## config.mk

```make
export PLATFORM = sky130hd
export DESIGN_NAME = pwmclr_top
export DESIGN_NICKNAME = d
export VERILOG_FILES = /design/src/rtl/pwmclr_pkg.sv /design/src/rtl/pwmclr_sync.sv /design/src/rtl/pwmclr_timebase.sv /design/src/rtl/pwmclr_ref.sv /design/src/rtl/pwmclr_top.sv
export SDC_FILE = /design/constraint.sdc
export NUM_CORES = 1
export LEC_CHECK = 0
export ABC_AREA = 0
export BUFFER_PORTS_ARGS = -buffer_cell sky130_fd_sc_hd__buf_2
export CAP_MARGIN = 20
export CORE_MARGIN = 2
export CORE_UTILIZATION = 35
export CTS_CLUSTER_DIAMETER = 200
export DETAILED_ROUTE_END_ITERATION = 10
export PLACE_DENSITY = 0.67
export SLEW_MARGIN = 5
export SYNTH_ARGS = -nofsm -noshare
export SYNTH_HDL_FRONTEND = slang
export SYNTH_SLANG_ARGS = --single-unit
```

## constraint.sdc

```tcl
create_clock -name clk_i -period 3.6 [get_ports clk_i]
set_input_delay 0.18 -clock clk_i [delete_from_list [all_inputs] [get_ports clk_i]]
set_output_delay 0.18 -clock clk_i [all_outputs]
set_load 0.05 [all_outputs]
```

## src/rtl/pwmclr_pkg.sv

```systemverilog
package pwmclr_pkg;
  localparam int unsigned DEF_CNT_W  = 16;
  localparam int unsigned SYNC_DEPTH = 2;

  typedef enum logic {
    POL_ACT_HIGH = 1'b0,
    POL_ACT_LOW  = 1'b1
  } clr_pol_e;
endpackage

```

## src/rtl/pwmclr_sync.sv

```systemverilog
module pwmclr_sync
  import pwmclr_pkg::*;
#(
  parameter int unsigned STAGES = SYNC_DEPTH
) (
  input  logic clk_i,
  input  logic rst_ni,
  input  logic async_i,
  input  logic pol_i,
  output logic act_o
);
  logic [STAGES-1:0] chain_q;

  generate
    for (genvar g = 0; g < STAGES; g++) begin : g_stage
      if (g == 0) begin : g_first
        always_ff @(posedge clk_i or negedge rst_ni) begin
          if (!rst_ni) chain_q[0] <= 1'b0;
          else         chain_q[0] <= async_i;
        end
      end else begin : g_next
        always_ff @(posedge clk_i or negedge rst_ni) begin
          if (!rst_ni) chain_q[g] <= 1'b0;
          else         chain_q[g] <= chain_q[g-1];
        end
      end
    end
  endgenerate

  clr_pol_e pol;
  assign pol   = clr_pol_e'(pol_i);
  assign act_o = (pol == POL_ACT_LOW) ? ~chain_q[STAGES-1] : chain_q[STAGES-1];
endmodule

```

## src/rtl/pwmclr_timebase.sv

```systemverilog
module pwmclr_timebase #(
  parameter int unsigned CNT_W = 16
) (
  input  logic             clk_i,
  input  logic             rst_ni,
  input  logic             en_i,
  input  logic [CNT_W-1:0] reload_i,
  input  logic [CNT_W-1:0] compare_i,
  output logic [CNT_W-1:0] count_o,
  output logic [CNT_W-1:0] reload_o,
  output logic [CNT_W-1:0] compare_o,
  output logic             ovf_o
);
  logic [CNT_W-1:0] cnt_q, rel_q, cmp_q;
  logic             shadow_ld;

  assign ovf_o     = en_i && (cnt_q >= rel_q);
  assign shadow_ld = ovf_o || !en_i;

  always_ff @(posedge clk_i or negedge rst_ni) begin
    if (!rst_ni) begin
      cnt_q <= '0;
    end else if (en_i) begin
      cnt_q <= ovf_o ? '0 : cnt_q + 1'b1;
    end
  end

  // active values only move at a wrap or while stopped
  always_ff @(posedge clk_i or negedge rst_ni) begin
    if (!rst_ni) begin
      rel_q <= '0;
      cmp_q <= '0;
    end else if (shadow_ld) begin
      rel_q <= reload_i;
      cmp_q <= compare_i;
    end
  end

  assign count_o   = cnt_q;
  assign reload_o  = rel_q;
  assign compare_o = cmp_q;

  p_step_r2: assert property (@(posedge clk_i) disable iff (!rst_ni)
    (en_i && cnt_q < rel_q) |=> (cnt_q == $past(cnt_q) + 1'b1));
  p_wrap_r2: assert property (@(posedge clk_i) disable iff (!rst_ni)
    (en_i && cnt_q >= rel_q) |=> (cnt_q == '0));
  p_hold_r10: assert property (@(posedge clk_i) disable iff (!rst_ni)
    !en_i |=> $stable(cnt_q));
  p_shadow_mid_r9: assert property (@(posedge clk_i) disable iff (!rst_ni)
    (en_i && cnt_q < rel_q) |=> ($stable(rel_q) && $stable(cmp_q)));
endmodule

```

## src/rtl/pwmclr_ref.sv

```systemverilog
module pwmclr_ref #(
  parameter int unsigned CNT_W = 16
) (
  input  logic             clk_i,
  input  logic             rst_ni,
  input  logic             en_i,
  input  logic [CNT_W-1:0] count_i,
  input  logic [CNT_W-1:0] compare_i,
  input  logic             ovf_i,
  input  logic             clr_en_i,
  input  logic             clr_act_i,
  output logic             pwm_o
);
  logic clr_q, clr_d, clr_eff, raw;

  // latch set by an active line, dropped only at a wrap with the line idle
  assign clr_d   = clr_en_i && (clr_act_i || (clr_q && !ovf_i));
  assign clr_eff = clr_en_i && (clr_q || clr_act_i);
  assign raw     = count_i < compare_i;
  assign pwm_o   = en_i && raw && !clr_eff;

  always_ff @(posedge clk_i or negedge rst_ni) begin
    if (!rst_ni) clr_q <= 1'b0;
    else         clr_q <= clr_d;
  end

  p_force_low_r6: assert property (@(posedge clk_i) disable iff (!rst_ni)
    (clr_en_i && clr_act_i) |-> !pwm_o);
  p_latch_hold_r7: assert property (@(posedge clk_i) disable iff (!rst_ni)
    (clr_q && clr_en_i && !ovf_i) |=> (clr_q || !clr_en_i));
  p_ignore_r5: assert property (@(posedge clk_i) disable iff (!rst_ni)
    !clr_en_i |-> (pwm_o == (en_i && raw)));
  p_stopped_low_r10: assert property (@(posedge clk_i) disable iff (!rst_ni)
    !en_i |-> !pwm_o);
endmodule

```

## src/rtl/pwmclr_top.sv

```systemverilog
module pwmclr_top
  import pwmclr_pkg::*;
#(
  parameter int unsigned CNT_W = DEF_CNT_W
) (
  input  logic             clk_i,
  input  logic             rst_ni,
  input  logic             cnt_en_i,
  input  logic [CNT_W-1:0] reload_i,
  input  logic [CNT_W-1:0] compare_i,
  input  logic             clr_en_i,
  input  logic             ext_clr_i,
  input  logic             clr_pol_i,
  output logic [CNT_W-1:0] count_o,
  output logic             pwm_o
);
  logic [CNT_W-1:0] cnt, rel_act, cmp_act;
  logic             ovf, clr_act;

  pwmclr_sync #(.STAGES(SYNC_DEPTH)) u_sync (
    .clk_i  (clk_i),
    .rst_ni (rst_ni),
    .async_i(ext_clr_i),
    .pol_i  (clr_pol_i),
    .act_o  (clr_act)
  );

  pwmclr_timebase #(.CNT_W(CNT_W)) u_tb (
    .clk_i    (clk_i),
    .rst_ni   (rst_ni),
    .en_i     (cnt_en_i),
    .reload_i (reload_i),
    .compare_i(compare_i),
    .count_o  (cnt),
    .reload_o (rel_act),
    .compare_o(cmp_act),
    .ovf_o    (ovf)
  );

  pwmclr_ref #(.CNT_W(CNT_W)) u_ref (
    .clk_i    (clk_i),
    .rst_ni   (rst_ni),
    .en_i     (cnt_en_i),
    .count_i  (cnt),
    .compare_i(cmp_act),
    .ovf_i    (ovf),
    .clr_en_i (clr_en_i),
    .clr_act_i(clr_act),
    .pwm_o    (pwm_o)
  );

  assign count_o = cnt;

  p_full_duty_r4: assert property (@(posedge clk_i) disable iff (!rst_ni)
    (cnt_en_i && cmp_act > rel_act && cnt <= rel_act && !clr_en_i) |-> pwm_o);
  p_in_range_r2: assert property (@(posedge clk_i) disable iff (!rst_ni)
    (cnt_en_i && $past(cnt_en_i) && $past(ovf)) |-> (cnt == '0));
endmodule

```

# == Yosys cells after proc, flatten, opt, wreduce, memory -nomap -nowiden ==
# Cells that the tools add are included.
# word_totals
regBits,51
wordCells,24
out_inout_bits,17
# op_classes
reduce_logical,12
add_sub_neg,1
n_lt_le_gt_ge,2
n_mux,2
bitwise,1
# op_table
op,count
16-bit by 1-bit adder with 16-bit output (second input constant),1
16-bit >= comparator,1
16-bit < comparator,1
16-bit 2-to-1 mux,1
1-bit logical AND,6
1-bit logical NOT,3
1-bit logical OR,3
1-bit 2-to-1 mux,1
1-bit NOT,1

# == Logic depth before layout (Yosys ltp) ==
# logic_depth
depth_word,6
ltp_mapped,9
depth_no_buf,8

# == Cells and area by module ==
# A second synthesis with hierarchy kept.
# unflattened
hier_cells,259
hier_area_um2,3019.1
# by_module_without_submodules
module,instances,cells_each,area_each_um2
pwmclr_timebase,1,200,2534.9
pwmclr_ref,1,56,425.4
pwmclr_sync,1,3,58.8

# == Worst setup path after synthesis ==
# Ideal clock, no wire load.
# synth_timing
kind,register -> output
from,"register u_tb.cnt_q[5], in the netlist u_tb.count_o[5]"
to,output port pwm_o
arrival_time_ns,2.297
t_required_ns,3.420
stages_incl_launch_ff,7
slack_ns,1.123
cell_sequence,dfrtp_1 ha_1 a21oi_1 o21ai_0 nor4_1 o21ai_0 a21oi_1
# synth_via
elab_chain_cells,3
# synth_lines
item,line_no,source
from (decl),pwmclr_timebase.sv:14,"logic [CNT_W-1:0] cnt_q, rel_q, cmp_q;"
from (signal assigned),pwmclr_timebase.sv:24,cnt_q <= ovf_o ? '0 : cnt_q + 1'b1;
16-bit < comparator,pwmclr_ref.sv:19,assign raw = count_i < compare_i;
1-bit logical AND (2 in a row),pwmclr_ref.sv:20,assign pwm_o = en_i && raw && !clr_eff;
to (decl),pwmclr_top.sv:15,output logic pwm_o
# Every way passes these cells.

# == Worst setup path in the final report ==
# layout_timing
from,"register u_tb.cnt_q[13], in the netlist u_tb.count_o[13]"
to,"register u_tb.cmp_q[10], in the netlist u_tb.compare_o[10]"
# layout_via
elab_chain_cells,3
# layout_lines
item,line_no,source
16-bit >= comparator,pwmclr_timebase.sv:17,assign ovf_o = en_i && (cnt_q >= rel_q);
1-bit logical AND,pwmclr_timebase.sv:17,
1-bit logical OR,pwmclr_timebase.sv:18,assign shadow_ld = ovf_o || !en_i;
to (signal assigned),pwmclr_timebase.sv:35,cmp_q <= compare_i;
to (decl),pwmclr_timebase.sv:14,
# Every way passes these cells.
# A chain may end at the register's enable or synchronous reset.

==> impl_metrics.env <==
export IMPL_status="finished, final reports clean"
export IMPL_netlist_area_sq_um=2840
export IMPL_slew_violations=0
export IMPL_wl_um=6265
export IMPL_cts_root_buf="clkbuf_8"
export IMPL_synth_edf_count=0
export IMPL_cts_htree_levels=2
export IMPL_layout_common_cells="54 x buf_2, 51 x dfrtp_1, 44 x nand2_1, 38 x o21ai_0"
export IMPL_gr_total_overflow=0
export IMPL_grt_pass1_wl_um=10630
export IMPL_cts_resized=0
export IMPL_worstPathRequired_ps=3840
export IMPL_hold_end="u_tb.compare_o[8]$_DFFE_PN0P_"
export IMPL_r2r_setup_slack_ps=960
export IMPL_place_hpwl_um=4747
export IMPL_drtIter0Drc=113
export IMPL_swShare=0.3717
export IMPL_r2r_end="u_tb.compare_o[10]$_DFFE_PN0P_"
export IMPL_clock_skew_ps=11.85
export IMPL_cts_clk_slew_worst_paths_ps=100
export IMPL_cts_sinks=51
export IMPL_crit_chain="ha_1, nand4_1, nor2_1, o2111ai_1, o211ai_4, buf_4, nand2_1, o21ai_0"
export IMPL_p_seq_frac=0.459
export IMPL_maxCapViolCount=0
export IMPL_cts_buffer_depth=2
export IMPL_seq_area_frac_synth=0.4493
export IMPL_drc=0
export IMPL_holdPathStages=3
export IMPL_cts_tree="done"
export IMPL_numPortBuffers=54
export IMPL_initial_core_util=0.3638
export IMPL_fin_tns_setup_ps=0
export IMPL_p_sw_w=0.0005870
export IMPL_coreArea_sq_um=7807
export IMPL_worstSetupPathType="flop to flop"
export IMPL_syn_inst=299
export IMPL_hold_start="compare_i[8]"
export IMPL_finalHoldViolations=0
export IMPL_powerDensity_nw_per_um2=476.3
export IMPL_io_pins=55
export IMPL_cpPeakStageDelay_ps=680
export IMPL_cp_max_fo=33
export IMPL_p_int_w=0.0009923
export IMPL_setup_viol_count_final=0
export IMPL_r2r_cells=8
export IMPL_nets=426
export IMPL_layout_commonest_cell="buf_2"
export IMPL_rows=32
export IMPL_crit_buf_inv=1
export IMPL_timing_critical_path_from_type="flop"
export IMPL_combPwrFrac=0.310
export IMPL_ys_ff_latch=51
export IMPL_clkPwrFrac=0.231
export IMPL_yosysWarnings=0
export IMPL_worstSkewPairLatency_ps=310
export IMPL_ys_flop_type="dfrtp_1"
export IMPL_slew_headroom=0.4892
export IMPL_routabilityCongestion=0.8064
export IMPL_ys_async_sr_fraction=1.000
export IMPL_path_delay_family="compound AO/OA/AOI/OAI gates"
export IMPL_routed_via_density=4.856
export IMPL_path_depth=8
export IMPL_antenna_left=0
export IMPL_syn_area_per_cell_sq_um=9.499
export IMPL_worstMarginPinSlew_ps=762.5
export IMPL_slowest_stage="o211ai_4"
export IMPL_hold_path_class="input pin to flop"
export IMPL_synth_net_count=369
export IMPL_drive_gt1_frac=0.2073
export IMPL_routedWlPerCell_um=13.65
export IMPL_die_width_um=94.08
export IMPL_die_area_sq_um=8851
export IMPL_rsz0062_at_grt="no"
export IMPL_ys_types=38
export IMPL_cp_data_arrival_time_ps=2870
export IMPL_fin_crit_sh=0.7330
export IMPL_vias=2229
export IMPL_fp_dieH_um=94.08
export IMPL_fillCellCount=801
export IMPL_ir_worst_vdd_v=0.0002946
export IMPL_grt_antenna_before_repair=0
export IMPL_layout_area_overhead_vs_synth_pct=16.74
export IMPL_max_freq_ghz=0.3790
export IMPL_crit_path_end_kind="flop"
export IMPL_grt_pass1_vias=2280
export IMPL_timing_rr_start="u_tb.count_o[13]$_DFFE_PN0P_"
export IMPL_dr_pass1_iters=4
export IMPL_whs_ps=63.41
export IMPL_power_leakage_nw=1.685
export IMPL_cts_buffers=5
export IMPL_grt_total_usage=0.1537
export IMPL_grt_max_degree=41
export IMPL_min_period_ps=2639
export IMPL_n_antenna_cell=0
sequential cells by signal, summed over array words and instances, names as in the netlist:
| signal | flops |
|---|---|
| u_tb.compare_o | 16 |
| u_sync.chain_q | 2 |
| u_tb.count_o | 16 |
| u_tb.reload_o | 16 |
| u_ref.clr_q | 1 |
what timing repair did:
action / in CTS / in global routing
hold endpoints to repair: 12 / 0
setup buffers: 0 / 0
hold buffers: 2 / 0
cells in the mapped netlist, types with 3 or more instances:
master	count	area share
dfrtp_1	51	0.45
nand2_1	44	0.058
o21ai_0	38	0.067
ha_1	32	0.14
inv_1	32	0.042
nor2_1	22	0.029
a21oi_1	9	0.016
xor2_1	9	0.028
nand3_1	7	0.012
nand4_1	7	0.015
a21o_1	4	0.011
clkbuf_2	4	0.0070
xnor2_1	4	0.012
buf_6	3	0.012
nor3_1	3	0.0053
through the flow:
step | area, sq um | worst slack (ps) | util | power [W] | instances
2_1_floorplan | 2840 | 1123 | - | 0.001071 | 299
3_3_place_gp | 3192 | 1022 | 0.4088 | 0.001203 | 449
3_5_place_dp | 3192 | 960.0 | 0.4088 | 0.001221 | 449
4_1_cts | 3316 | 947.6 | 0.4247 | 0.001595 | 459
5_1_grt | 3316 | 674.8 | 0.4247 | 0.001689 | 459
6_report | 3316 | 961.3 | 0.4247 | 0.001579 | 459
power groups by stage:
| stage | logic [W] | registers, W | clock network, W |
|---|---|---|---|
| after floorplan | 0.000256 | 0.000815 | 0 |
| final | 0.000490 | 0.000724 | 0.000365 |
| after detailed placement | 0.000488 | 0.000733 | 0 |
| after global routing | 0.000557 | 0.000734 | 0.000399 |
| after CTS | 0.000495 | 0.000722 | 0.000377 |
| after global placement | 0.000474 | 0.000729 | 0 |
final cells by class:
class / instances / area [sq um] / area share
clock buffer: 7 / 96.34 / 0.02906
clock inverter: 1 / 7.507 / 0.002264
inverter: 32 / 120.1 / 0.03623
multi-input combinational: 208 / 1383 / 0.4170
sequential: 51 / 1276 / 0.3849
tap: 102 / 127.6 / 0.03849
timing repair buffer: 58 / 305.3 / 0.09208
worst reg2reg max path: stages (launching register included):
cell,delay [ps]
dfrtp_1,460
ha_1,340
nand4_1,150
nor2_1,130
o2111ai_1,220
o211ai_4,680
buf_4,400
nand2_1,100
o21ai_0,80
how the worst max path moves through the flow:
stage                                 startpoint                             end  slack (ps)
global placement    u_tb.count_o[15]$_DFFE_PN0P_  u_tb.compare_o[10]$_DFFE_PN0P_        1020
CTS                 u_tb.count_o[15]$_DFFE_PN0P_   u_tb.compare_o[3]$_DFFE_PN0P_         950
global route        u_tb.count_o[15]$_DFFE_PN0P_   u_tb.compare_o[4]$_DFFE_PN0P_         670
detailed placement  u_tb.count_o[15]$_DFFE_PN0P_   u_tb.reload_o[15]$_DFFE_PN0P_         960
finish              u_tb.count_o[13]$_DFFE_PN0P_  u_tb.compare_o[10]$_DFFE_PN0P_         960
floorplan            u_tb.count_o[5]$_DFFE_PN0P_                           pwm_o        1120
logic make-up after synthesis:
logic type / synth area share
AND/OR/NAND/NOR: 0.1590
AO/OA/AOI/OAI: 0.1388
flip-flops: 0.4493
buffers and inverters: 0.06388
adder cells (fa/ha/maj): 0.1410
XOR/XNOR: 0.04009
multiplexers: 0.007929
metal layers:
| layer | vias up | share of wire | GRT usage |
|---|---|---|---|
| met4 | 0 | 0.013 | 0.04952 |
| met2 | 47 | 0.48 | 0.2542 |
| met1 | 1051 | 0.46 | 0.2007 |
| met3 | 7 | 0.047 | 0.03210 |
| li1 | 1124 | - | - |
| met5 | - | 0 | 0 |
Note: power is estimated with default switching activity, not from simulation.
